`config.mk`:
```
export PLATFORM = sky130hd
export DESIGN_NAME = cordic_pipe
export DESIGN_NICKNAME = d
export VERILOG_FILES = /design/src/rtl/cordic_pkg.sv /design/src/rtl/cordic_prerot.sv /design/src/rtl/cordic_stage.sv /design/src/rtl/cordic_scale.sv /design/src/rtl/cordic_pipe.sv
export SDC_FILE = /design/constraint.sdc
export NUM_CORES = 2
export LEC_CHECK = 0
export CAP_MARGIN = 25
export CELL_PAD_IN_SITES_DETAIL_PLACEMENT = 1
export CELL_PAD_IN_SITES_GLOBAL_PLACEMENT = 1
export CORE_ASPECT_RATIO = 1.75
export CORE_MARGIN = 3
export CORE_UTILIZATION = 25
export DETAILED_ROUTE_END_ITERATION = 7
export DONT_BUFFER_PORTS = 1
export PLACE_DENSITY = 0.58
export SLEW_MARGIN = 20
export SYNTH_ARGS = -nofsm -noshare
export SYNTH_HDL_FRONTEND = slang
export SYNTH_SLANG_ARGS = --single-unit
export TNS_END_PERCENT = 30
```
`constraint.sdc`:
```
create_clock -name clk -period 5.64 [get_ports clk]
set_input_delay 0.846 -clock clk [delete_from_list [all_inputs] [get_ports clk]]
set_output_delay 0.846 -clock clk [all_outputs]
set_load 0.01 [all_outputs]
```
`src/rtl/cordic_pkg.sv`:
```
package cordic_pkg;

  typedef enum logic {
    MODE_ROTATE = 1'b0,
    MODE_VECTOR = 1'b1
  } cordic_mode_e;

  // reciprocal of the stage gain (about 1/1.64676) in Q0.16
  localparam int unsigned GAIN_INV_Q16 = 39797;

  // atan(2^-n) expressed as a fraction of a full turn scaled by 2^32
  function automatic logic [31:0] atan_turn32(input int n);
    case (n)
      0:  atan_turn32 = 32'h20000000;
      1:  atan_turn32 = 32'h12E4051E;
      2:  atan_turn32 = 32'h09FB385B;
      3:  atan_turn32 = 32'h051111D4;
      4:  atan_turn32 = 32'h028B0D43;
      5:  atan_turn32 = 32'h0145D7E1;
      6:  atan_turn32 = 32'h00A2F61E;
      7:  atan_turn32 = 32'h00517C55;
      8:  atan_turn32 = 32'h0028BE53;
      9:  atan_turn32 = 32'h00145F2F;
      10: atan_turn32 = 32'h000A2F98;
      11: atan_turn32 = 32'h000517CC;
      12: atan_turn32 = 32'h00028BE6;
      13: atan_turn32 = 32'h000145F3;
      14: atan_turn32 = 32'h0000A2FA;
      15: atan_turn32 = 32'h0000517D;
      16: atan_turn32 = 32'h000028BE;
      17: atan_turn32 = 32'h0000145F;
      18: atan_turn32 = 32'h00000A30;
      19: atan_turn32 = 32'h00000518;
      20: atan_turn32 = 32'h0000028C;
      21: atan_turn32 = 32'h00000146;
      22: atan_turn32 = 32'h000000A3;
      23: atan_turn32 = 32'h00000051;
      24: atan_turn32 = 32'h00000029;
      25: atan_turn32 = 32'h00000014;
      26: atan_turn32 = 32'h0000000A;
      27: atan_turn32 = 32'h00000005;
      28: atan_turn32 = 32'h00000003;
      29: atan_turn32 = 32'h00000001;
      30: atan_turn32 = 32'h00000001;
      default: atan_turn32 = 32'h00000000;
    endcase
  endfunction

endpackage

```
`src/rtl/cordic_prerot.sv`:
```
// Quadrant fold: moves every input into the right half-plane
module cordic_prerot #(
  parameter int DW   = 16,
  parameter int AW   = 16,
  parameter int FRAC = 3,
  parameter int IW   = DW + 2 + FRAC
) (
  input  logic                 clk,
  input  logic                 rst,
  input  logic                 vld_i,
  input  logic                 mode_i,
  input  logic signed [DW-1:0] x_i,
  input  logic signed [DW-1:0] y_i,
  input  logic        [AW-1:0] z_i,
  output logic                 vld_o,
  output logic                 mode_o,
  output logic signed [IW-1:0] x_o,
  output logic signed [IW-1:0] y_o,
  output logic        [AW-1:0] z_o
);
  localparam int EXT = IW - DW - FRAC;
  localparam logic [AW-1:0] QUARTER = {2'b01, {(AW-2){1'b0}}};

  logic signed [IW-1:0] xe, ye, xn, yn;
  logic        [AW-1:0] zn;

  assign xe = {{EXT{x_i[DW-1]}}, x_i, {FRAC{1'b0}}};
  assign ye = {{EXT{y_i[DW-1]}}, y_i, {FRAC{1'b0}}};

  always_comb begin
    xn = xe;
    yn = ye;
    zn = z_i;
    if (mode_i == cordic_pkg::MODE_VECTOR) begin
      zn = '0;
      if (xe[IW-1]) begin
        if (!ye[IW-1]) begin
          xn = ye;  yn = -xe; zn = QUARTER;
        end else begin
          xn = -ye; yn = xe;  zn = -QUARTER;
        end
      end
    end else begin
      case (z_i[AW-1:AW-2])
        2'b01: begin xn = -ye; yn = xe;  zn = z_i - QUARTER; end
        2'b10: begin xn = ye;  yn = -xe; zn = z_i + QUARTER; end
        default: ;
      endcase
    end
  end

  always_ff @(posedge clk) begin
    if (rst) vld_o <= 1'b0;
    else     vld_o <= vld_i;
  end

  always_ff @(posedge clk) begin
    mode_o <= mode_i;
    x_o    <= xn;
    y_o    <= yn;
    z_o    <= zn;
  end
endmodule

```
`src/rtl/cordic_stage.sv`:
```
// One micro-rotation by atan(2^-SHIFT), registered
module cordic_stage #(
  parameter int            IW    = 21,
  parameter int            AW    = 16,
  parameter int            SHIFT = 0,
  parameter logic [AW-1:0] ANGLE = '0
) (
  input  logic                 clk,
  input  logic                 rst,
  input  logic                 vld_i,
  input  logic                 mode_i,
  input  logic signed [IW-1:0] x_i,
  input  logic signed [IW-1:0] y_i,
  input  logic        [AW-1:0] z_i,
  output logic                 vld_o,
  output logic                 mode_o,
  output logic signed [IW-1:0] x_o,
  output logic signed [IW-1:0] y_o,
  output logic        [AW-1:0] z_o
);
  logic                 ccw;
  logic signed [IW-1:0] xs, ys;

  // rotate counter-clockwise when the residual angle is non-negative,
  // or (vectoring) when y is below the axis
  assign ccw = (mode_i == cordic_pkg::MODE_VECTOR) ? y_i[IW-1] : ~z_i[AW-1];
  assign xs  = x_i >>> SHIFT;
  assign ys  = y_i >>> SHIFT;

  always_ff @(posedge clk) begin
    if (rst) vld_o <= 1'b0;
    else     vld_o <= vld_i;
  end

  always_ff @(posedge clk) begin
    mode_o <= mode_i;
    if (ccw) begin
      x_o <= x_i - ys;
      y_o <= y_i + xs;
      z_o <= z_i - ANGLE;
    end else begin
      x_o <= x_i + ys;
      y_o <= y_i - xs;
      z_o <= z_i + ANGLE;
    end
  end
endmodule

```
`src/rtl/cordic_scale.sv`:
```
// Output scaling: optional gain correction, then rounding to the output grid
module cordic_scale #(
  parameter int IW   = 21,
  parameter int OW   = 18,
  parameter int FRAC = 3,
  parameter bit COMP = 1'b1
) (
  input  logic                 clk,
  input  logic signed [IW-1:0] v_i,
  output logic signed [OW-1:0] v_o
);
  localparam int PW = IW + 18;
  localparam int SH = 16 + FRAC;
  localparam logic signed [PW-1:0] HALF = PW'(1) <<< (SH - 1);

  logic signed [PW-1:0] prod, rounded;

  generate
    if (COMP) begin : g_comp
      assign prod = v_i * $signed(18'(cordic_pkg::GAIN_INV_Q16));
    end else begin : g_raw
      assign prod = PW'(v_i) <<< 16;
    end
  endgenerate

  assign rounded = prod + HALF;

  always_ff @(posedge clk) begin
    v_o <= rounded[SH +: OW];
  end
endmodule

```
`src/rtl/cordic_pipe.sv`:
```
module cordic_pipe #(
  parameter int DW     = 16,
  parameter int AW     = 16,
  parameter int STAGES = 16,
  parameter int FRAC   = 3,
  parameter bit COMP   = 1'b1
) (
  input  logic                 clk,
  input  logic                 rst,
  input  logic                 valid_in,
  input  logic                 mode_in,
  input  logic signed [DW-1:0] x_in,
  input  logic signed [DW-1:0] y_in,
  input  logic        [AW-1:0] z_in,
  output logic                 valid_out,
  output logic                 mode_out,
  output logic signed [DW+1:0] x_out,
  output logic signed [DW+1:0] y_out,
  output logic        [AW-1:0] z_out
);
  localparam int IW  = DW + 2 + FRAC;
  localparam int OW  = DW + 2;
  localparam int LAT = STAGES + 2;

  logic                 vld_s  [0:STAGES];
  logic                 mode_s [0:STAGES];
  logic signed [IW-1:0] x_s    [0:STAGES];
  logic signed [IW-1:0] y_s    [0:STAGES];
  logic        [AW-1:0] z_s    [0:STAGES];

  cordic_prerot #(.DW(DW), .AW(AW), .FRAC(FRAC), .IW(IW)) u_fold (
    .clk(clk), .rst(rst),
    .vld_i(valid_in), .mode_i(mode_in), .x_i(x_in), .y_i(y_in), .z_i(z_in),
    .vld_o(vld_s[0]), .mode_o(mode_s[0]), .x_o(x_s[0]), .y_o(y_s[0]), .z_o(z_s[0])
  );

  generate
    for (genvar i = 0; i < STAGES; i++) begin : g_stage
      localparam logic [31:0] T32 = cordic_pkg::atan_turn32(i);
      localparam logic [32:0] RND = {1'b0, T32} + (33'd1 << (31 - AW));
      localparam logic [AW-1:0] ANG = RND[32-AW +: AW];

      cordic_stage #(.IW(IW), .AW(AW), .SHIFT(i), .ANGLE(ANG)) u_stage (
        .clk(clk), .rst(rst),
        .vld_i(vld_s[i]), .mode_i(mode_s[i]),
        .x_i(x_s[i]), .y_i(y_s[i]), .z_i(z_s[i]),
        .vld_o(vld_s[i+1]), .mode_o(mode_s[i+1]),
        .x_o(x_s[i+1]), .y_o(y_s[i+1]), .z_o(z_s[i+1])
      );
    end
  endgenerate

  cordic_scale #(.IW(IW), .OW(OW), .FRAC(FRAC), .COMP(COMP)) u_scale_x (
    .clk(clk), .v_i(x_s[STAGES]), .v_o(x_out)
  );

  cordic_scale #(.IW(IW), .OW(OW), .FRAC(FRAC), .COMP(COMP)) u_scale_y (
    .clk(clk), .v_i(y_s[STAGES]), .v_o(y_out)
  );

  always_ff @(posedge clk) begin
    if (rst) valid_out <= 1'b0;
    else     valid_out <= vld_s[STAGES];
  end

  always_ff @(posedge clk) begin
    mode_out <= mode_s[STAGES];
    z_out    <= z_s[STAGES];
  end
endmodule

```
==> summary.md <==
| Metric | Value |
|---|---|
| IO buf count | 0 |
| Count of final hold-check violations | 0 |
| Clk sinks | 1055 |
| Post-route cell area | 0.0957 sq mm |
| RSZ-0062 raised after global routing | true |
| Reg2reg setup slack | 0.03 ns |
| Max Clock Skew | 0.0831 ns |
| Fmax | 0.178 GHz |
| CP Cell Sequence | buf_4, ha_1, buf_4, xor2_1, ha_1, a21o_1, fa_1, fa_1, fa_1, inv_1, fa_1, inv_1, ha_1, a21o_1, a21o_1, a21oi_2, nand2_1, a21o_1, a32o_2, or3_4, a31oi_4, xor2_1 |
| Most frequent cells in the layout | ha_1, dfxtp_1, inv_1, xnor2_1, a21oi_1 |
| Worst rel slew slack | 26.7% |
| DR vias/cell | 4.81 |
| Reg2Reg Launch Point | g_stage[15].u_stage.x_o[8] |
| DR pass1 iterations | 5 |
| Vias in the first global route | 76200 |
| # rows | 280 |
| WP data arrival | 6.30 ns |
| HPWL after detailed placement | 233000 um |
| Final Max Slew Viols | 0 |
| Post-Syn Area | 0.0839 sq mm |
| Most common cell after layout, fill and taps aside | ha_1 |
| Vias post-DR | 68400 |
| Initial core utilization | 25.2% |
| Startpoint types | flop |
| Setup TNS | 0 ns |
| Hold Path Stages | 1 |
| Kind of critical path | flop to flop |
| Chip width | 444 um |
| Seq cells post-synth | 1055 |
| Worst Path Required | 6.33 ns |
| Skew-Pair Late Insertion Delay | 0.82 ns |
| Async set-reset flop share out of synthesis | 0% |
| Final antenna-violating net count | 0 |
| Worst-path maximum fanout | 4 |
| Die height | 772 um |
| Layout Area Growth over Synthesis | 14.1% |
| EDFF count, synth | 0 |
| CTS Buf Count | 117 |
| Slowest cell on crit path | fa_1 |
| Max stage delay on crit path | 0.55 ns |
| Syn Area/Cell | 8.83 sq um |
| Gr ovfl total | 0 |
| Post-Syn Instances | 9496 |
| Largest net degree at the start of global routing | 78 |
| Initial antenna violation count | 7 |
| Core footprint | 0.333 sq mm |
| Drt drc | 0 |
| Period minus WS final | 5.61 ns |
| Root buffer cell | clkbuf_16 |
| Initial drt markers | 1736 |
| Fin nets | 11400 |
| Hold_ws | 0.104 ns |
| Hold Path Class | primary input to flop |
| First-pass GRT wire length | 422000 um |
| GRT Total Usage | 15.6% |
| Status | finished clean |
| Slew at the pin closest to its max-slew limit | 1.09 ns |
| CTS clk-pin slew, worst paths | 0.07 ns |
| Synth unique cells | 96 |
| Worst flop-to-flop path endpoint | u_scale_x.v_o[17] |
| Die area | 0.343 sq mm |
| Register area share after synthesis | 25.2% |
| Synth Flop Type | dfxtp_1 |
| Total Wirelength | 272000 um |
| Final critical-path share of the clock period | 99.5% |
| Warnings from Yosys | 0 |
| CTS tree | built |
| Setup violators final | 0 |
| I/O Pins | 106 |
| Placed inst area | 0.0907 sq mm |
| Worst reg2reg path depth | 22 |
| Critical path capture point type | flop |
| Post-Synthesis Net Count | 11100 |
| Hold Path Sink | u_fold.vld_o |
| Share of layout cells above drive strength 1 | 7.45% |
| Routability cong. | 0.912 |
| Max_cap viols | 0 |
| Min-delay src | rst |
| Htree depth | 3 |
| Largest buffer count on any clock path | 3 |
| Wire length per cell | 19.1 um |
-- final cells by class --
| type | count | area (sq um) |
|---|---|---|
| multi-input cells | 7400 | 59500 |
| diodes | 5 | 12.5 |
| flip-flops and latches | 1055 | 21200 |
| fillers | 38900 | 237000 |
| clock inverters | 76 | 1060 |
| repair buffers | 262 | 2000 |
| inverters | 897 | 3370 |
| clock buffers | 143 | 3140 |
| well taps | 4371 | 5470 |
-- layer usage --
metal,routed length (um),global-route usage (%),up-vias
met3,5410,1.49,680
met4,22700,11.3,0
met1,86000,12.9,33200
met2,158000,33.2,937
met5,0,0,-
li1,-,-,33500
-- how the worst max path moves through the flow --
stage / slack, ns / from / depth (start not counted) / endpoint
final: 0.03 / g_stage[15].u_stage.x_o[8] / 22 / u_scale_x.v_o[17]
after global routing: -0.18 / g_stage[15].u_stage.y_o[12] / 21 / u_scale_y.v_o[15]
after CTS: -0.08 / g_stage[15].u_stage.y_o[12] / 21 / u_scale_y.v_o[15]
after detailed placement: -0.44 / g_stage[15].u_stage.y_o[10] / 21 / u_scale_y.v_o[16]
after global placement: -0.34 / g_stage[15].u_stage.y_o[10] / 22 / u_scale_y.v_o[16]
after floorplan: 0.15 / g_stage[15].u_stage.x_o[20] / 18 / u_scale_x.v_o[17]
-- flip-flops by register name (all words and copies together), names as in the netlist, 18 cells and up --
register / flops
g_stage.u_stage.z_o: 256
g_stage.u_stage.y_o: 328
u_scale_y.v_o: 18
u_fold.x_o: 18
g_stage.u_stage.x_o: 331
u_scale_x.v_o: 18
u_fold.y_o: 18
-- cells by family after synthesis --
group,after synthesis,share of synthesized area [%]
AOI/OAI and AO/OA,2307,17.7
xor gates and xnor gates,1143,11.9
adders and majority gates,1569,26.5
buffers and inverters,1041,4.70
DFF,1055,25.2
muxes,55,0.692
and+or+nand+nor,2326,13.3
-- Yosys cell counts (all sizes together) (98+ instances only) --
master	instances	area (sq um)
nand2b	115	719
o21a	99	743
or3	98	628
o21ai	425	2140
nor2	687	2580
xor2	384	3370
a21o	301	2260
nor3	277	1410
nand3	149	746
nor2b	134	838
inv	895	3360
fa	343	6870
ha	1226	15300
clkbuf	116	435
a21oi	747	3740
nand2	554	2080
xnor2	759	6650
dfxtp	1055	21100
-- what timing repair did --
action | in CTS | in global routing
gates resized for setup | 93 | 65
gates cloned | 0 | 0
hold buffers | 1 | 0
pin swaps | 50 | 35
buffers inserted | 9 | 3
endpoints found under the setup margin | 20 | 19
hold endpoints to repair | 1 | 0
-- through the flow --
step	setup slack [ns]	std cells	util [%]
finish	0.0260	14200	28.7
floorplan	0.147	9496	-
global placement	-0.339	14000	27.2
CTS	-0.0778	14200	28.6
global route	-0.182	14200	28.7
detailed placement	-0.439	14000	27.2
-- critical path, delay by kind of cell (launching register included) --
| kind | cells | cell delay (ns) |
|---|---|---|
| buffers and inverters | 4 | 0.39 |
| XOR/XNOR | 2 | 0.32 |
| AO/OA/AOI/OAI | 7 | 1.32 |
| adder cells (fa/ha/maj) | 7 | 2.68 |
| flip-flops | 1 | 0.36 |
| AND/OR/NAND/NOR | 2 | 0.45 |
Power is left out: the tool's default activity adds up to more than one toggle a clock period on the data nets, which glitch-free logic cannot reach.
